### src/rtl/cct_pkg.sv
package cct_pkg;
  typedef enum logic [1:0] {
    EDGE_OFF  = 2'b00,
    EDGE_RISE = 2'b01,
    EDGE_FALL = 2'b10,
    EDGE_ANY  = 2'b11
  } edge_sel_e;

  typedef enum logic [1:0] {
    ACT_NONE   = 2'b00,
    ACT_TOGGLE = 2'b01,
    ACT_CLEAR  = 2'b10,
    ACT_SET    = 2'b11
  } cmp_act_e;

  localparam int ADDR_W = 4;

  localparam logic [ADDR_W-1:0] A_CNT  = 4'h0;
  localparam logic [ADDR_W-1:0] A_CTRL = 4'h1;
  localparam logic [ADDR_W-1:0] A_MODE = 4'h2;
  localparam logic [ADDR_W-1:0] A_EDGE = 4'h3;
  localparam logic [ADDR_W-1:0] A_ACT  = 4'h4;
  localparam logic [ADDR_W-1:0] A_IEN  = 4'h5;
  localparam logic [ADDR_W-1:0] A_FLG1 = 4'h6;
  localparam logic [ADDR_W-1:0] A_FLG2 = 4'h7;
  localparam logic [ADDR_W-1:0] A_CHAN = 4'h8;

  localparam int CH_BIT0   = 4;  // slot n lives at bit CH_BIT0+n
  localparam int OVF_BIT   = 7;
  localparam int FCLR_BIT  = 0;
  localparam int OVFIE_BIT = 1;
endpackage

### src/rtl/cct_counter.sv
module cct_counter #(
  parameter int CNT_W = 16
) (
  input  logic             clk,
  input  logic             rst_n,
  output logic [CNT_W-1:0] cnt,
  output logic             wrap
);
  logic [CNT_W-1:0] cnt_d;

  always_comb begin
    cnt_d = cnt + 1'b1;
  end

  always_ff @(posedge clk or negedge rst_n) begin
    if (!rst_n) cnt <= '0;
    else        cnt <= cnt_d;
  end

  // Set event for the overflow flag: this edge takes the count to zero.
  assign wrap = &cnt;
endmodule

### src/rtl/cct_flags.sv
module cct_flags #(
  parameter int W = 4
) (
  input  logic         clk,
  input  logic         rst_n,
  input  logic [W-1:0] set,
  input  logic [W-1:0] clr,
  output logic [W-1:0] flags
);
  logic [W-1:0] flags_d;
  logic         flags_en;

  always_comb begin
    flags_en = (|set) | (|clr);
    // Clear first, then OR in set: a same-cycle event keeps the flag.
    flags_d  = (flags & ~clr) | set;
  end

  always_ff @(posedge clk or negedge rst_n) begin
    if (!rst_n)        flags <= '0;
    else if (flags_en) flags <= flags_d;
  end
endmodule

### src/rtl/cct_channel.sv
module cct_channel
  import cct_pkg::*;
#(
  parameter int CNT_W = 16
) (
  input  logic             clk,
  input  logic             rst_n,
  input  logic [CNT_W-1:0] cnt,
  input  logic             cmp_mode,
  input  edge_sel_e        edge_sel,
  input  cmp_act_e         act,
  input  logic             load_en,
  input  logic [CNT_W-1:0] load_val,
  input  logic             pin_in,
  output logic [CNT_W-1:0] value,
  output logic             event_o,
  output logic             pin_out
);
  localparam int SYNC_N = 3;  // two sync stages plus one history stage

  logic [SYNC_N-1:0] smp;
  logic              rise, fall, edge_hit;
  logic              cap_hit, cmp_hit;
  logic              value_en;
  logic [CNT_W-1:0]  value_d;
  logic              out_d;

  always_ff @(posedge clk or negedge rst_n) begin
    if (!rst_n) smp <= '0;
    else        smp <= {smp[SYNC_N-2:0], pin_in};
  end

  always_comb begin
    rise = smp[SYNC_N-2] & ~smp[SYNC_N-1];
    fall = ~smp[SYNC_N-2] & smp[SYNC_N-1];
    unique case (edge_sel)
      EDGE_OFF:  edge_hit = 1'b0;
      EDGE_RISE: edge_hit = rise;
      EDGE_FALL: edge_hit = fall;
      EDGE_ANY:  edge_hit = rise | fall;
    endcase
    cap_hit  = ~cmp_mode & edge_hit;
    cmp_hit  = cmp_mode & (cnt == value);
    event_o  = cap_hit | cmp_hit;
    value_en = load_en | cap_hit;
    value_d  = load_en ? load_val : cnt;
    unique case (act)
      ACT_NONE:   out_d = pin_out;
      ACT_TOGGLE: out_d = ~pin_out;
      ACT_CLEAR:  out_d = 1'b0;
      ACT_SET:    out_d = 1'b1;
    endcase
  end

  always_ff @(posedge clk or negedge rst_n) begin
    if (!rst_n)        value <= '0;
    else if (value_en) value <= value_d;
  end

  always_ff @(posedge clk or negedge rst_n) begin
    if (!rst_n)       pin_out <= 1'b0;
    else if (cmp_hit) pin_out <= out_d;
  end
endmodule

### src/rtl/cct_timer.sv
module cct_timer
  import cct_pkg::*;
#(
  parameter int CNT_W = 16,
  parameter int NCH   = 4
) (
  input  logic              clk,
  input  logic              rst_n,
  input  logic [ADDR_W-1:0] bus_addr,
  input  logic              bus_wr,
  input  logic              bus_rd,
  input  logic [CNT_W-1:0]  bus_wdata,
  output logic [CNT_W-1:0]  bus_rdata,
  output logic              bus_rvalid,
  input  logic [NCH-1:0]    ch_in,
  output logic [NCH-1:0]    ch_out,
  output logic              irq_ch,
  output logic              irq_ovf
);
  localparam int CFG_W = 2 * NCH;

  // Reset: asserted at once, released two clocks later.
  logic [1:0] rst_pipe;
  logic       rst_int_n;

  always_ff @(posedge clk or negedge rst_n) begin
    if (!rst_n) rst_pipe <= '0;
    else        rst_pipe <= {rst_pipe[0], 1'b1};
  end
  assign rst_int_n = rst_pipe[1];

  // Counter
  logic [CNT_W-1:0] cnt;
  logic             wrap;

  cct_counter #(.CNT_W(CNT_W)) u_cnt (
    .clk   (clk),
    .rst_n (rst_int_n),
    .cnt   (cnt),
    .wrap  (wrap)
  );

  // Decode
  logic wr_ctrl, wr_mode, wr_edge, wr_act, wr_ien, wr_flg1, wr_flg2, cnt_touch;

  always_comb begin
    wr_ctrl   = bus_wr && (bus_addr == A_CTRL);
    wr_mode   = bus_wr && (bus_addr == A_MODE);
    wr_edge   = bus_wr && (bus_addr == A_EDGE);
    wr_act    = bus_wr && (bus_addr == A_ACT);
    wr_ien    = bus_wr && (bus_addr == A_IEN);
    wr_flg1   = bus_wr && (bus_addr == A_FLG1);
    wr_flg2   = bus_wr && (bus_addr == A_FLG2);
    cnt_touch = (bus_wr || bus_rd) && (bus_addr == A_CNT);
  end

  // Configuration registers
  logic [1:0]       ctrl_q;
  logic [NCH-1:0]   mode_q, ien_q;
  logic [CFG_W-1:0] edge_q, act_q;

  always_ff @(posedge clk or negedge rst_n) begin
    if (!rst_n) begin
      ctrl_q <= '0;
      mode_q <= '0;
      ien_q  <= '0;
      edge_q <= '0;
      act_q  <= '0;
    end else begin
      if (wr_ctrl) ctrl_q <= bus_wdata[1:0];
      if (wr_mode) mode_q <= bus_wdata[CH_BIT0 +: NCH];
      if (wr_ien)  ien_q  <= bus_wdata[CH_BIT0 +: NCH];
      if (wr_edge) edge_q <= bus_wdata[CFG_W-1:0];
      if (wr_act)  act_q  <= bus_wdata[CFG_W-1:0];
    end
  end

  // Channels
  logic [CNT_W-1:0] ch_val [NCH];
  logic [NCH-1:0]   ch_evt;

  for (genvar i = 0; i < NCH; i++) begin : g_ch
    localparam logic [ADDR_W-1:0] CH_ADDR = ADDR_W'(int'(A_CHAN) + i);
    logic load;
    assign load = bus_wr && (bus_addr == CH_ADDR);

    cct_channel #(.CNT_W(CNT_W)) u_ch (
      .clk      (clk),
      .rst_n    (rst_int_n),
      .cnt      (cnt),
      .cmp_mode (mode_q[i]),
      .edge_sel (edge_sel_e'(edge_q[2*i +: 2])),
      .act      (cmp_act_e'(act_q[2*i +: 2])),
      .load_en  (load),
      .load_val (bus_wdata),
      .pin_in   (ch_in[i]),
      .value    (ch_val[i]),
      .event_o  (ch_evt[i]),
      .pin_out  (ch_out[i])
    );
  end

  // Flags
  logic [NCH-1:0] flg1, flg1_clr;
  logic [0:0]     flg2, flg2_clr, ovf_set;

  always_comb begin
    flg1_clr    = wr_flg1 ? bus_wdata[CH_BIT0 +: NCH] : '0;
    flg2_clr[0] = (wr_flg2 && bus_wdata[OVF_BIT]) || (ctrl_q[FCLR_BIT] && cnt_touch);
    ovf_set[0]  = wrap;
  end

  cct_flags #(.W(NCH)) u_flg1 (
    .clk   (clk),
    .rst_n (rst_int_n),
    .set   (ch_evt),
    .clr   (flg1_clr),
    .flags (flg1)
  );

  cct_flags #(.W(1)) u_flg2 (
    .clk   (clk),
    .rst_n (rst_int_n),
    .set   (ovf_set),
    .clr   (flg2_clr),
    .flags (flg2)
  );

  // Read path
  function automatic logic [7:0] place_ch(input logic [NCH-1:0] v);
    logic [7:0] r;
    r = '0;
    r[CH_BIT0 +: NCH] = v;
    return r;
  endfunction

  logic [CNT_W-1:0] rd_mux;

  always_comb begin
    rd_mux = '0;
    case (bus_addr)
      A_CNT:  rd_mux = cnt;
      A_CTRL: rd_mux = CNT_W'(ctrl_q);
      A_MODE: rd_mux = CNT_W'(place_ch(mode_q));
      A_EDGE: rd_mux = CNT_W'(edge_q);
      A_ACT:  rd_mux = CNT_W'(act_q);
      A_IEN:  rd_mux = CNT_W'(place_ch(ien_q));
      A_FLG1: rd_mux = CNT_W'(place_ch(flg1));
      A_FLG2: rd_mux = CNT_W'({flg2[0], 7'b0});
      default: begin
        for (int i = 0; i < NCH; i++) begin
          if (bus_addr == ADDR_W'(int'(A_CHAN) + i)) rd_mux = ch_val[i];
        end
      end
    endcase
  end

  always_ff @(posedge clk or negedge rst_n) begin
    if (!rst_n) begin
      bus_rvalid <= 1'b0;
      bus_rdata  <= '0;
    end else begin
      bus_rvalid <= bus_rd;
      if (bus_rd) bus_rdata <= rd_mux;
    end
  end

  // Interrupts
  assign irq_ch  = |(flg1 & ien_q);
  assign irq_ovf = flg2[0] & ctrl_q[OVFIE_BIT];
endmodule

### config.mk
export PLATFORM = sky130hd
export DESIGN_NAME = cct_timer
export DESIGN_NICKNAME = d
export VERILOG_FILES = /design/src/rtl/cct_pkg.sv /design/src/rtl/cct_counter.sv /design/src/rtl/cct_flags.sv /design/src/rtl/cct_channel.sv /design/src/rtl/cct_timer.sv
export SDC_FILE = /design/constraint.sdc
export NUM_CORES = 1
export LEC_CHECK = 0
export CORE_MARGIN = 2
export CORE_UTILIZATION = 40
export CTS_CLUSTER_DIAMETER = 150
export CTS_CLUSTER_SIZE = 16
export DETAILED_ROUTE_END_ITERATION = 6
export RECOVER_POWER = 50
export REMOVE_ABC_BUFFERS = 1
export SLEW_MARGIN = 0
export SYNTH_ARGS = -nofsm -noshare
export SYNTH_HDL_FRONTEND = slang
export SYNTH_SLANG_ARGS = --single-unit
### constraint.sdc
create_clock -name clk -period 3.95 [get_ports clk]
set_input_delay 0.79 -clock clk [delete_from_list [all_inputs] [get_ports clk]]
set_output_delay 0.79 -clock clk [all_outputs]
set_load 0.005 [all_outputs]
; ---- Yosys cells after proc, flatten, opt, wreduce, memory -nomap -nowiden
; Cells that the tools add are included.
; Widths: inputs -> output; s select.
[totals]
input_bits = 28
ff_bits = 146
word_cells = 172
output_inout_bits = 23
[op_classes]
bitwise_logic = 58
n_mux = 18
reduce_logical = 33
add_sub_neg = 1
n_eq_ne = 39
[ops]
columns = cell, n
row1 = $mux 16, 8
row2 = $pmux 16 s8, 1
row3 = $eq 16x16->1, 4
row4 = $eq 2x2->1 const B, 16
row5 = $not 1->1, 21
row6 = $and 1x1->1, 18
row7 = $add 16x1->16 const B, 1
row8 = $eq 2x1->1 const B, 8
row9 = $eq 4x3->1 const B, 4
row10 = $eq 4x4->1 const B, 4
row11 = $logic_not 2->1, 8
row12 = $pmux 1 s4, 4
row13 = $reduce_and 16->1, 1
row14 = $or 1x1->1, 15
row15 = $logic_and 1x1->1, 14
row16 = $pmux 1 s3, 4
row17 = $reduce_or 4->1, 3
row18 = $and 4x4->4, 2
row19 = $eq 4x2->1 const B, 2
row20 = $reduce_and 2->1, 4
row21 = $eq 4x1->1 const B, 1
row22 = $logic_not 4->1, 1
row23 = $mux 4, 1
row24 = $not 4->4, 1
row25 = other kinds (2), 3

; ---- Depth between registers and ports, before layout
; Gate-level depths: netlist of run 1.
[depth]
depth_word = 8
mapped_depth = 8
ltp_nobuf = 7

; ---- By module
; From an unflattened synthesis of run 1, not the netlist that was laid out.
[unflattened]
cells_unflattened = 833
area_unflattened_um2 = 8557.0
[by_module_without_submodules]
columns = mod, cells_per_inst, area_per_inst_um2, n_inst, seq_area_each_um2
row1 = cct_channel, 131, 1238.7, 4, 500.5
row2 = cct_timer, 234, 2713.9, 1, 1126.1
row3 = cct_counter, 60, 706.9, 1, 400.4
row4 = cct_flags at u_flg1, 12, 145.1, 1, 100.1
row5 = cct_flags at u_flg2, 3, 36.3, 1, 25.0

; ---- Least setup slack after synthesis of run 1
; OpenSTA, ideal clock, no wires.
[synth_timing]
path_kind = input to register
startpoint = input port bus_addr[0]
endpoint = register bus_rdata[5]
setup_time_ns = 0.119
t_arrival_ns = 1.898
n_path_buf = 2
t_required_ns = 3.831
cell_stages = 6
slack_ns = 1.933
path_cell_list = buf_6 > buf_6 > mux4_2 > a22oi_1 > o211ai_1 > o21a_1
[synth_between]
elab_chain_len = 6
elab_cells_between_ends = 17
cone_classes = 11 x eq/ne / 5 x mux / 1 x reduce/logical
[synth_rtl]
columns = element, line_no
row1 = from (decl), cct_timer.sv:9  ; input logic [ADDR_W-1:0] bus_addr,
row2 = $eq 4x4->1, cct_timer.sv:152  ; if (bus_addr == ADDR_W'(int'(A_CHAN) + i)) rd_mux = ch_val[i];
row3 = $mux 16 (4 in series), cct_timer.sv:152
row4 = $pmux 16 s8 (*), cct_timer.sv:141  ; case (bus_addr)
row5 = to (signal assigned), cct_timer.sv:164  ; if (bus_rd) bus_rdata <= rd_mux;
row6 = to (decl), cct_timer.sv:13  ; output logic [CNT_W-1:0] bus_rdata,
; Every way passes the cells marked *; elsewhere a longest branch is shown, timed or not.
; A chain may end at the register's enable or synchronous reset.

==> flow_metrics.tcl, run 1 <==
set metrics [dict create \
    hold_viol 0 \
    globalplace.congestion 0.824 \
    wl_met1_mm 10.2 \
    drtIter0Drc 508 \
    mostFrequentLayoutCell "dfrtp_1" \
    drtPass1Iterations 5 \
    grt_antenna_before_repair 0 \
    wl_per_cell_microns 20.9 \
    setup_tns_ns 0 \
    grt_pass1_vias 6053 \
    cts_hold_buf 0 \
    antenna_cells 0 \
    met3_length_mm 1.08 \
    syn_inst 794 \
    syn_to_final_growth_pct 13.3 \
    critPathKind "reg2async" \
    die_w_microns 147 \
    topRoutingLayerUsed "met4" \
    slew_violations 84 \
    setup-violations-final 0 \
    finalCritPeriodShare_pct 67.8 \
    cp_num_buf_inv 1 \
    finalInstanceArea_sq_um 9310 \
    vias 6116 \
    wl_met2_mm 11.2 \
    cpLargestDelayFamily "flip-flops" \
    slew_headroom_pct -48.6 \
    async_flop_share_pct 100 \
    dpl.hpwl_mm 15.7 \
    yosysTopAreaCell "dfrtp_1" \
    p_leak_nw 3.70 \
    peakVddDrop_v 0.000273 \
    synth_top_area_share_pct 44.5 \
    startpoint_type "register" \
    mostFrequentLayoutCells "dfrtp_1 (146), mux2i_1 (80), nor2_1 (70), a21oi_1 (64), xnor2_1 (59)" \
    outcome "finished with violations" \
    cts.clk_slew.worst_paths_ns 0.06 \
    drcViolationCount 0 \
    yosysWarnings 0 \
    drive_gt1_share_pct 11.3 \
    cts_tree "built" \
    finish.utilization_pct 46.2 \
    crit_path_end_kind "asynchronous set/reset pin" \
    syn_area_sq_um 8220 \
    htreeDepth 4 \
    final_nets 850 \
    routed_wl_mm 22.9 \
    clk_latency_ns 0.43 \
    required_ns 4.42 \
    cp_slowest_stage_delay_ns 1.84 \
    critPathSlowestCell "dfrtp_1" \
    worst_ep_arrival_time_ns 3.15 \
    synth_edf_count 0 \
    place_area_sq_um 8760 \
    fmaxAchievable_ghz 0.373 \
    syn_avg_cell_area_sq_um 10.4 \
    start_util_pct 40.8 \
    ctsResizeCount 0 \
    whs_ns 0.348 \
    rsz0062_at_grt "false" \
    post_cts_buffers 0 \
    power_density_nw_per_um2 546 \
    cts-root-buf "clkbuf_16" \
    finClkSkew_ns 0.0100 \
    fp.dieH_microns 147 \
    clock_path_buffers 2 \
    ios 51 \
    antenna_left 0 \
    hold_class "reg2reg" \
    grt_pass1_wl_mm 36.1 \
    crit_path_cell_trace "clkbuf_2" \
    dp.cells 1064 \
    clock-sinks 146 \
    placementRows 52 \
    finalCriticalPeriod_ns 2.68 \
    dieArea_sq_um 21700 \
    ys_types 60 \
    synth_seq_cells 146 \
    grt_use_total_pct 21.9 \
    crit_fanout 50 \
    cts_buffers 17 \
    io_buffers 50 \
    worst_pin_slew_ns 2.23 \
    violations "max-capacitance violations, max-slew violations" \
    grt_overflow_total 0 \
    viasPerCell 5.58 \
    core_sq_um 20200 \
    yosysSeqAreaShare_pct 44.5 \
    final_cells 1096 \
    drv_cap 2 \
    synthFlopType "dfrtp_1" \
    netlist_top_cells_area "dfrtp_1 (44%), mux2i_1 (9.7%), xnor2_1 (6.3%)" \
    grt_max_degree 51 \
]
-- final timing paths --
check	from	end	slack [ns]	depth (start not counted)
worst min register to register	g_ch[3].u_ch.smp[0]	g_ch[3].u_ch.smp[1]	0.35	0
worst max-delay path	rst_pipe[1]	g_ch[3].u_ch.smp[0]	1.27	1
worst min-delay path	g_ch[3].u_ch.smp[0]	g_ch[3].u_ch.smp[1]	0.35	0
worst max register to register	rst_pipe[1]	g_ch[3].u_ch.smp[0]	1.27	1
max in group clk	bus_addr[2]	edge_q[7]	1.41	6
min in group asynchronous	rst_n	bus_rdata[6]	0.46	1
-- layer usage --
metal	up-vias	GRT usage, %
met2	187	36.0
met3	32	3.07
met4	0	6.20
met5	-	0
met1	3070	30.5
li1	2827	-
-- synthesized netlist by cell type (all sizes together), types with 2 or more instances --
master,number
inv,16
nand4,12
mux2i,80
nor4b,3
nand2,54
and4,3
a211o,4
xor2,19
a22o,2
a31o,3
xnor2,59
a2bb2oi,2
a21oi,68
a222oi,7
buf,46
a22oi,6
ha,9
mux4,7
and2,4
a31oi,3
nor3,3
nor2,72
nand2b,2
nor2b,16
o22ai,2
dfrtp,146
o21ai,38
mux2,26
and3,5
nor4,8
clkbuf,19
a221o,2
nand3b,10
nand3,19
o211ai,6
-- area by class of cell --
type / instances / area, sq um
Inverter: 16 / 60.1
Clock buffer: 20 / 457
Clock inverter: 12 / 109
Fill cell: 1915 / 10900
Tap cell: 270 / 338
Multi-Input combinational cell: 567 / 4100
Timing Repair Buffer: 65 / 588
Sequential cell: 146 / 3650
-- sequential cells by signal, indices dropped and copies added (netlist names), 8 cells and up --
| name | cells |
|---|---|
| edge_q | 8 |
| bus_rdata | 16 |
| act_q | 8 |
| u_cnt.cnt | 16 |
| g_ch.u_ch.smp | 12 |
| g_ch.u_ch.value | 64 |
-- cells by family (layout without fill, tap and decap cells) --
kind of cell             Yosys count  in the layout  share of synthesized area [%]
multiplexers                     113            113                           15.2
flip-flops                       146            146                           44.5
adder cells (fa/ha/maj)            9              9                           1.37
AND/OR/NAND/NOR                  215            215                           13.4
other                              1              1                         0.0456
AO/OA/AOI/OAI                    151            151                           11.6
XOR/XNOR                          78             78                           8.31
buffers and inverters             81            113                           5.62
-- stage by stage --
step                setup slack, ns  total power [W]
floorplan                     0.868          0.00302
global placement               1.02          0.00352
detailed placement             1.00          0.00354
CTS                            1.44          0.00510
global route                  0.759          0.00534
finish                         1.27          0.00508
-- power by group --
group	internal, W	switching (W)	total [W]
Combinational	0.000664	0.000637	0.00130
Sequential	0.00185	0.000372	0.00222
Clock	0.000899	0.000664	0.00156
(Power assumes the default switching activity.)
==> run 2: changes to the inputs <==
clock period = 2.5 ns   (was 3.95 ns; I/O delays follow)
==> run 2 against run 1 <==
Compared with the run above:
- the flow now finishes without violations
- first-iteration DRC count rose by 17%
- core utilization rose by 1.4 points
- routed wire length rose by 0.70%
- clock power rose by 62%
- final cell count rose by 2.7%
- register-to-register slack got worse by 0.85 ns
- die area did not move
- combinational power rose by 60%
- cell area rose by 3.0%
- sequential share of layout area fell by 1.1 points
- worst setup slack got worse by 0.86 ns
- largest cell class unchanged
==> flow_metrics.tcl, run 2 (synthesis gave the netlist of run 1 again) <==
set metrics [dict create \
    whs_path_depth 0 \
    mostFrequentLayoutCell "dfrtp_1" \
    slew_violations 0 \
    globalplace.congestion 0.860 \
    critPathKind "reg2out" \
    finalCritPeriodShare_pct 83.5 \
    cp_slowest_stage_delay_ns 0.51 \
    hold_path.startpoint "rst_pipe[0]" \
    io_buffers 50 \
    cts_buffers 17 \
    start_util_pct 40.8 \
    dp_worst_setup_slack_ns 0.242 \
    drtPass1Iterations 5 \
    fp.dieH_microns 147 \
    whs_ns 0.350 \
    wl_met1_mm 10.5 \
    worst_ep_arrival_time_ns 1.59 \
    topRoutingLayerUsed "met4" \
    clk_latency_ns 0.42 \
    viasPerCell 5.53 \
    dieArea_sq_um 21700 \
    outcome "finished clean" \
    r2r_start "u_cnt.cnt[14]" \
    clock-sinks 146 \
    antenna_cells 0 \
    syn_to_final_growth_pct 16.6 \
    drv_cap 0 \
    finish.utilization_pct 47.5 \
    wl_met2_mm 11.0 \
    grt_pass1_vias 6077 \
    cpLargestDelayFamily "buffers and inverters" \
    rsz0062_at_grt "false" \
    htreeDepth 4 \
    clock_path_buffers 2 \
    die_w_microns 147 \
    fmaxAchievable_ghz 0.479 \
    finalCriticalPeriod_ns 2.09 \
    crit_path_end_kind "output port" \
    drive_gt1_share_pct 14.0 \
    grt_pass1_wl_mm 36.4 \
    largest-register "g_ch.u_ch.value" \
    met3_length_mm 1.11 \
    grt_overflow_total 0 \
    core_sq_um 20200 \
    worst_slack_ns 0.412 \
    required_ns 2.00 \
    critPathSlowestCell "clkdlybuf4s50_1" \
    dpl.hpwl_mm 16.1 \
    cts.clk_slew.worst_paths_ns 0.06 \
    crit_path_cell_trace "and2_1 > clkdlybuf4s50_1" \
    finClkSkew_ns 0.00978 \
    p_leak_nw 3.88 \
    startpoint_type "register" \
    placementRows 52 \
    worst_pin_slew_ns 1.12 \
    routed_wl_mm 23.1 \
    cp_num_buf_inv 1 \
    setup-violations-final 0 \
    grt_antenna_before_repair 0 \
    power_density_nw_per_um2 847 \
    hold_end "rst_pipe[1]" \
    hold_viol 0 \
    vias 6225 \
    ios 51 \
    drcViolationCount 0 \
    grt_max_degree 48 \
    slew_headroom_pct 25.5 \
    cts_tree "built" \
    antenna_left 0 \
    drtIter0Drc 594 \
    wl_per_cell_microns 20.5 \
    mostFrequentLayoutCells "dfrtp_1 (145), mux2i_1 (80), nor2_1 (70), a21oi_1 (64), xnor2_1 (59)" \
    reg_top3 "g_ch.u_ch.value (64), bus_rdata (16), u_cnt.cnt (16)" \
    peakVddDrop_v 0.000374 \
    final_nets 880 \
    ctsResizeCount 0 \
    r2r_setup_slack_ns 0.42 \
    largest_reg_flops 64 \
    r2r_end "g_ch[0].u_ch.pin_out" \
    power.total_w 0.00812 \
    rr_worst_depth 5 \
    cts-root-buf "clkbuf_16" \
    crit_fanout 3 \
    hold_class "reg2reg" \
    grt_use_total_pct 22.1 \
]
-- run 2: worst max path at each step --
stage / start / to / slack (ns) / cells after the start
finish: u_flg2.flags / irq_ovf / 0.41 / 2
global route: rst_pipe[1] / u_cnt.cnt[2] / 0.17 / 1
CTS: u_cnt.cnt[14] / g_ch[0].u_ch.pin_out / 0.40 / 5
detailed placement: bus_addr[2] / bus_rdata[7] / 0.24 / 7
global placement: bus_addr[2] / bus_rdata[7] / 0.25 / 7
floorplan: rst_pipe[1] / g_ch[0].u_ch.pin_out / -0.58 / 0
-- run 2: routing by layer --
metal	up-vias	track usage, %
met3	35	3.66
met2	196	35.2
met4	0	6.25
met1	3106	31.2
li1	2888	-
met5	-	0
-- run 2: per-stage QoR --
step | setup TNS (ns) | instances | cell area [sq um]
finish | 0 | 1126 | 9590
global route | 0 | 1126 | 9590
CTS | 0 | 1126 | 9620
detailed placement | 0 | 1093 | 9020
global placement | 0 | 1093 | 9020
floorplan | -58.75 | 729 | 7820
-- run 2: power by group --
group / internal, W / switching [W] / leakage [nW]
Combinational: 0.00107 / 0.00101 / 1.81
Sequential: 0.00292 / 0.000581 / 1.79
Clock: 0.00154 / 0.000993 / 0.286
-- run 2: timing repair --
action,CTS,global route
hold endpoints to repair,5,0
hold buffers,1,0
buffers inserted,0,0
-- run 2: area by class of cell --
| type | instances | area [sq um] |
|---|---|---|
| Fill cell | 1876 | 10600 |
| Multi-Input combinational cell | 567 | 4100 |
| Sequential cell | 146 | 3650 |
| Timing Repair Buffer | 95 | 846 |
| Clock buffer | 22 | 474 |
| Tap cell | 270 | 338 |
| Clock inverter | 10 | 109 |
| Inverter | 16 | 60.1 |
==> run 3: changes to the inputs <==
clock period = 1.7 ns   (was 2.5 ns; I/O delays follow)
==> run 3 against run 2 <==
Compared with the run above:
- the flow now finishes with violations (negative setup slack)
- clock power is 43% higher
- global-route usage is 1.6 points higher
- critical path type is now reg2reg
- die area stayed put
- first-iteration DRC count is 8.2% higher
- non-clock buffer count is 119 higher
- sequential power is 48% higher
- critical endpoint is now g_ch[0].u_ch.pin_out
- combinational power is 92% higher
- core utilization is 6.9 points higher
==> flow_metrics.tcl, run 3 (synthesis gave the netlist of run 1 again) <==
set metrics [dict create \
    outcome "finished with violations" \
    violations "negative setup slack" \
    p_comb_share_pct 31.2 \
    grt_overflow_total 0 \
    finalCriticalPeriod_ns 1.82 \
    whs_ns 0.346 \
    antenna_cells 0 \
    peakVddDrop_v 0.000653 \
    placementRows 52 \
    die_w_microns 147 \
    ios 51 \
    slew_violations 0 \
    io_buffers 50 \
    setup_tns_ns -1.82 \
    cts_buffers 17 \
    fillers 1829 \
    cts-root-buf "clkbuf_16" \
    hold_path.startpoint "g_ch[1].u_ch.smp[0]" \
    cts.clk_slew.worst_paths_ns 0.06 \
    wl_per_cell_microns 20.6 \
    power_density_nw_per_um2 1160 \
    cts_tree "built" \
    final_nets 999 \
    vias 6713 \
    rsz0062_at_grt "true" \
    clk_latency_ns 0.43 \
    worst_slack_ns -0.119 \
    drcViolationCount 0 \
    worst_ep_arrival_time_ns 2.17 \
    finalCritPeriodShare_pct 107 \
    critPathKind "reg2reg" \
    mostFrequentLayoutCells "dfrtp_1 (136), buf_4 (123), mux2i_1 (77), nor2_1 (69), a21oi_1 (63)" \
    setup-violations-final 41 \
    grt_antenna_before_repair 0 \
    startpoint_type "register" \
    power.clock.fraction_pct 28.3 \
    p_sw_w 0.00414 \
    grt_pass1_wl_mm 38.8 \
    largest-register "g_ch.u_ch.value" \
    clock_path_buffers 2 \
    mostFrequentLayoutCell "dfrtp_1" \
    core_sq_um 20200 \
    start_util_pct 40.8 \
    hold_class "reg2reg" \
    syn_to_final_growth_pct 33.6 \
    routed_wl_mm 25.6 \
    seq_power_share_pct 40.5 \
    antenna_left 0 \
    largest_reg_flops 64 \
    p_leak_nw 4.68 \
    multi_input_area_sq_um 4370 \
    crit_fanout 6 \
    switching_share_pct 32.5 \
    regArea_sq_um 3670 \
    finClkSkew_ns 0.0128 \
    required_ns 2.06 \
    fmaxAchievable_ghz 0.550 \
    drive_gt1_share_pct 29.2 \
    globalplace.congestion 0.887 \
    grt_use_total_pct 23.7 \
    grt_pass1_vias 6615 \
    drtIter0Drc 643 \
    crit_path_start "u_cnt.cnt[8]" \
    grt_max_degree 46 \
    clock-sinks 146 \
    viasPerCell 5.40 \
    fp.dieH_microns 147 \
    slew_headroom_pct 22.5 \
    dpl.hpwl_mm 17.4 \
    hold_viol 0 \
    p_int_w 0.00862 \
    crit_path_end_kind "register" \
    drtPass1Iterations 5 \
    drv_cap 0 \
    dieArea_sq_um 21700 \
    r2r_start "u_cnt.cnt[8]" \
    reg_top3 "g_ch.u_ch.value (64), bus_rdata (16), u_cnt.cnt (16)" \
    htreeDepth 4 \
    worst_pin_slew_ns 1.16 \
]
run 3: changes by cell type in the layout (fill, tap and decap cells not counted), sizes merged:
cell,previous run,this run
buf,41,158
clkbuf,28,33
clkdlybuf4s50,43,39
clkinv,6,5
clkinvlp,2,0
dlygate4sd2,0,1
dlymetal6s2s,0,2
run 3: what timing repair did:
| action | 4_1_cts | 5_1_grt |
|---|---|---|
| hold endpoints to repair | 45 | 0 |
| setup buffers | 11 | 13 |
| resized for setup | 28 | 49 |
| setup endpoints to repair | 33 | 81 |
| hold buffers | 1 | 0 |
| cloned | 0 | 2 |
| pin swaps | 14 | 49 |
run 3: metrics by stage:
| step | power (W) | cell area (sq um) | utilization [%] | std cells | worst slack, ns |
|---|---|---|---|---|---|
| 2_1_floorplan | 0.00703 | 7820 | - | 729 | -1.38 |
| 3_3_place_gp | 0.00866 | 9920 | 49.2 | 1187 | -0.303 |
| 3_5_place_dp | 0.00874 | 9920 | 49.2 | 1187 | -0.360 |
| 4_1_cts | 0.0126 | 10700 | 53.0 | 1230 | -0.141 |
| 5_1_grt | 0.0134 | 11000 | 54.4 | 1244 | -0.189 |
| 6_report | 0.0128 | 11000 | 54.4 | 1244 | -0.119 |
run 3: metal layers:
layer	vias up	GRT usage [%]	wire length, microns
met2	221	38.7	12600
met1	3350	31.6	11100
met5	-	0	0
li1	3122	-	-
met4	0	7.50	330
met3	20	5.12	1490
run 3: worst max-delay path, stage by stage (launching register included):
cell,delay [ns]
dfrtp_2,0.48
xor2_2,0.18
nor4_4,0.39
nand2_2,0.16
buf_4,0.17
nor4b_4,0.22
a2bb2oi_2,0.15
run 3: cell type report:
class	count	area share, %
Multi-Input combinational cell	567	39.8
Sequential cell	146	33.4
Timing Repair Buffer	214	18.2
Clock buffer	24	4.20
Tap cell	270	3.08
Clock inverter	7	0.775
Inverter	16	0.547
run 3: worst paths after layout:
check	slack [ns]	endpoint	cells after the start
worst max-delay path	-0.12	g_ch[0].u_ch.pin_out	6
worst min-delay path	0.35	g_ch[1].u_ch.smp[1]	0
worst max register to register	-0.12	g_ch[0].u_ch.pin_out	6
worst min register to register	0.35	g_ch[1].u_ch.smp[1]	0
max in group asynchronous	0.20	u_cnt.cnt[0]	1
min in group asynchronous	0.36	g_ch[2].u_ch.value[12]	0
run 3: power groups by stage:
stage / logic, W / clock network, W / registers [W]
after global routing: 0.00428 / 0.00381 / 0.00528
after floorplan: 0.00207 / 0 / 0.00496
final: 0.00399 / 0.00361 / 0.00517
after detailed placement: 0.00358 / 0 / 0.00516
after global placement: 0.00351 / 0 / 0.00515
after CTS: 0.00377 / 0.00367 / 0.00513
